[config.mk]
export PLATFORM = sky130hd
export DESIGN_NAME = cfg_index_port
export DESIGN_NICKNAME = d
export VERILOG_FILES = /design/src/rtl/cfg_index_port.sv
export SDC_FILE = /design/constraint.sdc
export NUM_CORES = 1
export LEC_CHECK = 0
export ABC_AREA = 1
export CORE_UTILIZATION = 30
export CTS_CLUSTER_SIZE = 16
export DETAILED_ROUTE_END_ITERATION = 7
export PLACE_DENSITY = 0.54
export REMOVE_ABC_BUFFERS = 1
export SYNTH_ARGS = -nofsm -noshare
export SYNTH_HDL_FRONTEND = slang
export SYNTH_SLANG_ARGS = --single-unit
export TNS_END_PERCENT = 50
[constraint.sdc]
create_clock -name clk -period 2.7 [get_ports clk]
set_clock_uncertainty 0.15 [all_clocks]
set_input_delay 0.675 -clock clk [delete_from_list [all_inputs] [get_ports clk]]
set_output_delay 0.675 -clock clk [all_outputs]
set_load 0.05 [all_outputs]
[src/rtl/cfg_index_port.sv]
module cfg_index_port #(
  parameter int AW = 16,
  parameter logic [AW-1:0] BASE = 16'h10B0,
  parameter logic [7:0] CHIP_ID = 8'h00
) (
  input  logic           clk,
  input  logic           rst_n,
  input  logic [AW-1:0]  addr,
  input  logic           rd,
  input  logic           wr,
  input  logic [7:0]     wdata,
  output logic [7:0]     rdata,
  output logic           rvalid,
  output logic           prog_mode,
  output logic           detected,
  output logic [7:0]     index_o,
  output logic [127:0]   regs_o
);
  localparam int NREG = 16;
  localparam logic [NREG-1:0] RO_MASK = 16'h0095;
  localparam logic [7:0] IDX_RST = 8'h80;

  function automatic logic [7:0] rst_val(int n);
    if (n < 2) return 8'h8F;
    else if (n < 6) return 8'hFF;
    else if (n == 6) return 8'h80;
    else if (n == 7) return 8'h8A;
    else return 8'h00;
  endfunction

  logic [7:0] idx;
  logic [7:0] rf [NREG];
  logic [7:0] rd_mux;

  wire sel_idin  = addr == BASE;
  wire sel_index = addr == BASE + AW'(4);
  wire sel_data  = addr == BASE + AW'(8);
  wire sel_idout = addr == BASE + AW'(12);
  wire any_sel   = sel_idin | sel_index | sel_data | sel_idout;
  wire idx_ok    = idx[7:4] == 4'h8;

  assign index_o = idx;

  always_comb begin
    rd_mux = 8'hFF;
    if (sel_index) rd_mux = idx;
    else if (sel_data && idx_ok) rd_mux = rf[idx[3:0]];
    else if (sel_idout) rd_mux = CHIP_ID;
  end

  always_ff @(posedge clk) begin
    if (!rst_n) begin
      idx       <= IDX_RST;
      prog_mode <= 1'b0;
      detected  <= 1'b0;
      rdata     <= 8'hFF;
      rvalid    <= 1'b0;
    end else begin
      rvalid <= rd & any_sel;
      rdata  <= (rd & any_sel) ? rd_mux : 8'hFF;
      if (rd & any_sel) detected <= 1'b1;
      if (wr & sel_idin) prog_mode <= wdata == CHIP_ID;
      if (wr & sel_index) idx <= wdata;
    end
  end

  for (genvar n = 0; n < NREG; n++) begin : g_reg
    if (RO_MASK[n]) begin : g_ro
      always_ff @(posedge clk) rf[n] <= rst_val(n);
    end else begin : g_rw
      always_ff @(posedge clk) begin
        if (!rst_n) rf[n] <= rst_val(n);
        else if (wr && sel_data && idx[3:0] == 4'(n)) rf[n] <= wdata;
      end
    end
    assign regs_o[8*n +: 8] = rf[n];
  end
endmodule

=== After elaboration in Yosys (flattened, before gate mapping) ===
Memories as Yosys holds them, arrays and structs flattened. A register that Yosys moved wholly into a read port is not among the register bits.
Index checks and enable logic that the tools add are counted.

* Register bits: 19
* Bits in latches: 0
* Memories: 1
* Output and inout bits: 147
* RAM bits: 128
* Word-level logic and storage cells: 111
* Input port bits: 28
* Memory bits (read-only): 0

{| class="wikitable"
|+ Memory list
! name !! depth !! width !! rd ports !! clocked after memory_dff !! wr ports !! line !! text
|-
| rf || 16 || 8 || 17 || 1 || 16 || 32 || <nowiki>logic [7:0] rf [NREG];</nowiki>
|}

* Shifts and indexed selects: 0
* $mul: 0
* Add/sub/neg operators: 0
* Equal/unequal tests: 17
* Bitwise logic cells: 18
* Reductions and logical operators: 16
* Div/mod/pow operators: 0
* Multiplexer cells: 54
* Magnitude comparators: 0

{| class="wikitable"
|+ Operators with widths
! cell !! number
|-
| $mux 8 || 15
|-
| $eq 16x13->1 const B || 4
|-
| $mux 1 || 37
|-
| $eq 4x4->1 const B || 9
|-
| $or 1x1->1 || 15
|-
| $logic_and 1x1->1 || 14
|-
| $eq 4x3->1 const B || 2
|-
| $logic_not 8->1 || 1
|-
| $mux 4 || 2
|-
| $eq 4x1->1 const B || 1
|-
| $eq 4x2->1 const B || 1
|-
| $and 1x1->1 || 3
|-
| $reduce_and 2->1 || 1
|}

=== Logic depth before layout (Yosys ltp) ===
* Depth after elaboration: 7
* Mapped depth: 13
* Depth with buffers taken out: 12

=== Worst setup path before layout ===
OpenSTA, ideal clock, no wires.

* Kind: in2reg
* From: input addr[10]
* To: memory rf[9][0], enable pin
* Library setup time: 0.384 ns
* Buffers on the path: 0
* Arrival: 2.209 ns
* Stages on the path: 9
* Slack: -0.043 ns
* Required time: 2.166 ns
* Cell sequence: inv_1 > nand2_1 > nor2_1 > nand3_1 > nor2_2 > nand2_4 > nor2_8 > nand2_2 > o21ai_0

{| class="wikitable"
|+ RTL lines
! item !! line !! text
|-
| start, declared || 8 || <nowiki>input logic [AW-1:0] addr,</nowiki>
|-
| end, declared || 32 ||
|}

=== Final worst setup path ===
* From: register idx[3], in the netlist index_o[3]
* To: output index_o[3]

{| class="wikitable"
|+ RTL lines
! item !! line !! text
|-
| start, declared || 31 || <nowiki>logic [7:0] idx;</nowiki>
|-
| start signal, assigned || 63 || <nowiki>if (wr & sel_index) idx <= wdata;</nowiki>
|-
| end, declared || 16 || <nowiki>output logic [7:0] index_o,</nowiki>
|}

No word-level cell between the ends.

==> impl_metrics.toml <==
[outcome]
outcome = "finished, final reports clean"

[clock_network]
cts_max_path_buffers = 2
cts_max_level = 4
clkSlewWorstSetupHoldPaths_ns = 0.05
cts_hold_buf = 0
cts_made_buffers = 17
cts.sinks = 119
clock-root-buffer = "clkbuf_16"
post_cts_buffers = 0
cts_resized = 0
cts_tree = "done"
clk-insertion-delay-late_ns = 0.42

[place]
port-buffer-count = 142
gp_congestion = 0.778
dp_hpwl_mm = 14.9
dp.cells = 1152

[sta]
drv_slew = 0
setup_violations = 0
tightest_slew_ns = 0.733
period_share_pct = 96.1
max_freq_mhz = 385
min_period_ns = 2.59
rsz0062_at_grt = "false"
hold_violations = 0
max-slew-margin-rel_pct = 51.0

[setup_path]
path_delay_family = "buffers and inverters"
crit_slowest_cell = "clkdlybuf4s50_1"
critical_path_buf_inv_count = 1
cp.arrival_ns = 1.77
path_class = "register to output port"
max_stage_delay_ns = 0.87
crit_chain = "clkdlybuf4s50_1"
startpoint_type = "register"
path_max_fanout = 6
worstPathRequired_ns = 1.88
critPathCaptureType = "output port"

[grt]
overflow = 0
grt_max_degree = 37
grt_pass1_wl_mm = 30.0
grt_pass1_vias = 5057
grt_usage_pct = 19.1
grt_antenna_before_repair = 0

[die]
dieWidth_um = 145
rows = 52
io_pins = 175
coreArea_um2 = 20200
die_height_um = 145
dieArea_um2 = 21100
start_util_pct = 30.6

[layout]
diodes = 0
final-instance-count-excl-fill = 1183
syn_to_final_growth_pct = 42.0
fill_cells = 2008
drive_gt1_share_pct = 12.2
final_nets = 929

[synthesis]
yosysMostFrequentCell = "nand2_1"
synth.distinct_cells = 27
synth_top_area_cell = "edfxtp_1"
syn_area_um2 = 6170
synth_cells = 718
ys_async_sr_fraction_pct = 0
synth_seq_cells = 119
synth_edf_count = 96
synth_top_area_share_pct = 46.7
ys_seq_area_share_pct = 54.2
avgSynthCellArea_um2 = 8.59
synth_common_cells = "nand2_1 (195), edfxtp_1 (96), nor2_1 (92)"
yosys_most_used_dff = "edfxtp_1"
netlist_top_cells_area = "edfxtp_1 (47%), nand2_1 (12%), dfxtp_1 (7.5%)"
yosys_warnings = 0

[drt]
wl_per_cell_um = 17.0
drc = 0
drt-vias-per-instance = 4.57
drtIter0Drc = 391
routed_wl_mm = 20.1
ant_nets = 0
dr_total_vias = 5406
firstDrtPassIters = 5

[worst_hold_path]
hold_class = "register to register"

[power_and_ir_drop]
power.total_w = 0.00514
p_per_area_nw_per_um2 = 587
ir_worst_vdd_mv = 0.445
power.leakage_nw = 3.67

[run]
drv_cap = 0
-- metal layers --
layer	part of all wire (%)	wire (um)	up-vias	global-route usage, %
met3	5.6	1120	17	4.08
li1	-	-	2644	-
met5	0	0	-	0
met2	48	9700	192	31.3
met1	45	9060	2553	25.3
met4	1.0	211	0	6.21
-- sequential cells by signal, summed over array words and instances (netlist names), named ones only --
signal	cells
rf	96
index_o	8
rdata	8
detected	1
prog_mode	1
rvalid	1
-- worst paths after layout --
kind	slack (ns)	to	cells after the start	start
worst max-delay path	0.11	index_o[3]	1	index_o[3]$_SDFFE_PN0P_
worst max register to register	0.65	rdata[1]$_SDFF_PN1_	13	register
worst min-delay path	0.30	prog_mode$_SDFFE_PN0P_	2	prog_mode$_SDFFE_PN0P_
worst min register to register	0.30	prog_mode$_SDFFE_PN0P_	2	prog_mode$_SDFFE_PN0P_
-- cell type report --
type	count	area, um^2	share of cell area (%)
clock inverter	13	209	2.39
sequential	119	3340	38.2
tap	270	338	3.86
multi-input combinational	482	2250	25.7
inverter	82	308	3.51
timing repair buffer	199	1880	21.5
clock buffer	18	429	4.90
-- logic make-up after synthesis --
logic type,Yosys count,share of synthesized area [%]
DFF,119,54.2
AOI/OAI and AO/OA,48,4.22
other,2,0.122
buffers and inverters,147,11.1
and+or+nand+nor,402,30.4
-- through the flow --
step                setup TNS [ns]  hold slack, ns  worst slack [ns]  area (um^2)  utilization, %
CTS                              0           0.309            0.0944         8760            43.4
floorplan                    -6.31           0.481            -0.479         5910               -
detailed placement           -8.33           0.300            -0.147         8120            40.3
global route                     0           0.324            0.0386         8760            43.4
global placement             -5.58           0.291            -0.105         8120            40.3
finish                           0           0.299             0.106         8760            43.4
-- power by group --
part / switching, W / internal [W]
logic: 0.000428 / 0.000167
registers: 0.0000373 / 0.00203
clock network: 0.000782 / 0.00170
total: 0.00125 / 0.00390
-- placed cells by master, fill, tap and decap left out --
| master | Yosys | final |
|---|---|---|
| nand2_1 | 195 | 195 |
| clkdlybuf4s50_1 | 0 | 140 |
| edfxtp_1 | 96 | 96 |
| nor2_1 | 92 | 92 |
| inv_1 | 76 | 76 |
| nand3_1 | 76 | 76 |
| buf_4 | 32 | 55 |
| conb_1 | 2 | 32 |
| dfxtp_1 | 23 | 23 |
| o21ai_0 | 21 | 21 |
| a21oi_1 | 19 | 19 |
| clkbuf_16 | 0 | 17 |
| nand4_1 | 10 | 10 |
| nand4_4 | 8 | 8 |
| o211ai_1 | 8 | 8 |
| clkinv_1 | 2 | 7 |
| nor3_1 | 6 | 6 |
| bufinv_16 | 0 | 6 |
| nor2_2 | 5 | 5 |
| inv_2 | 4 | 4 |
| buf_12 | 0 | 3 |
| nor3_4 | 2 | 2 |
| nor2_8 | 2 | 2 |
| or2_2 | 2 | 2 |
| clkinv_2 | 0 | 2 |
| nand2_4 | 1 | 1 |
| nand2_2 | 1 | 1 |
| nand3_2 | 1 | 1 |
| nor3_2 | 1 | 1 |
| clkbuf_1 | 20 | 1 |
| buf_2 | 11 | 1 |
Power figures use the tool's default switching activity.
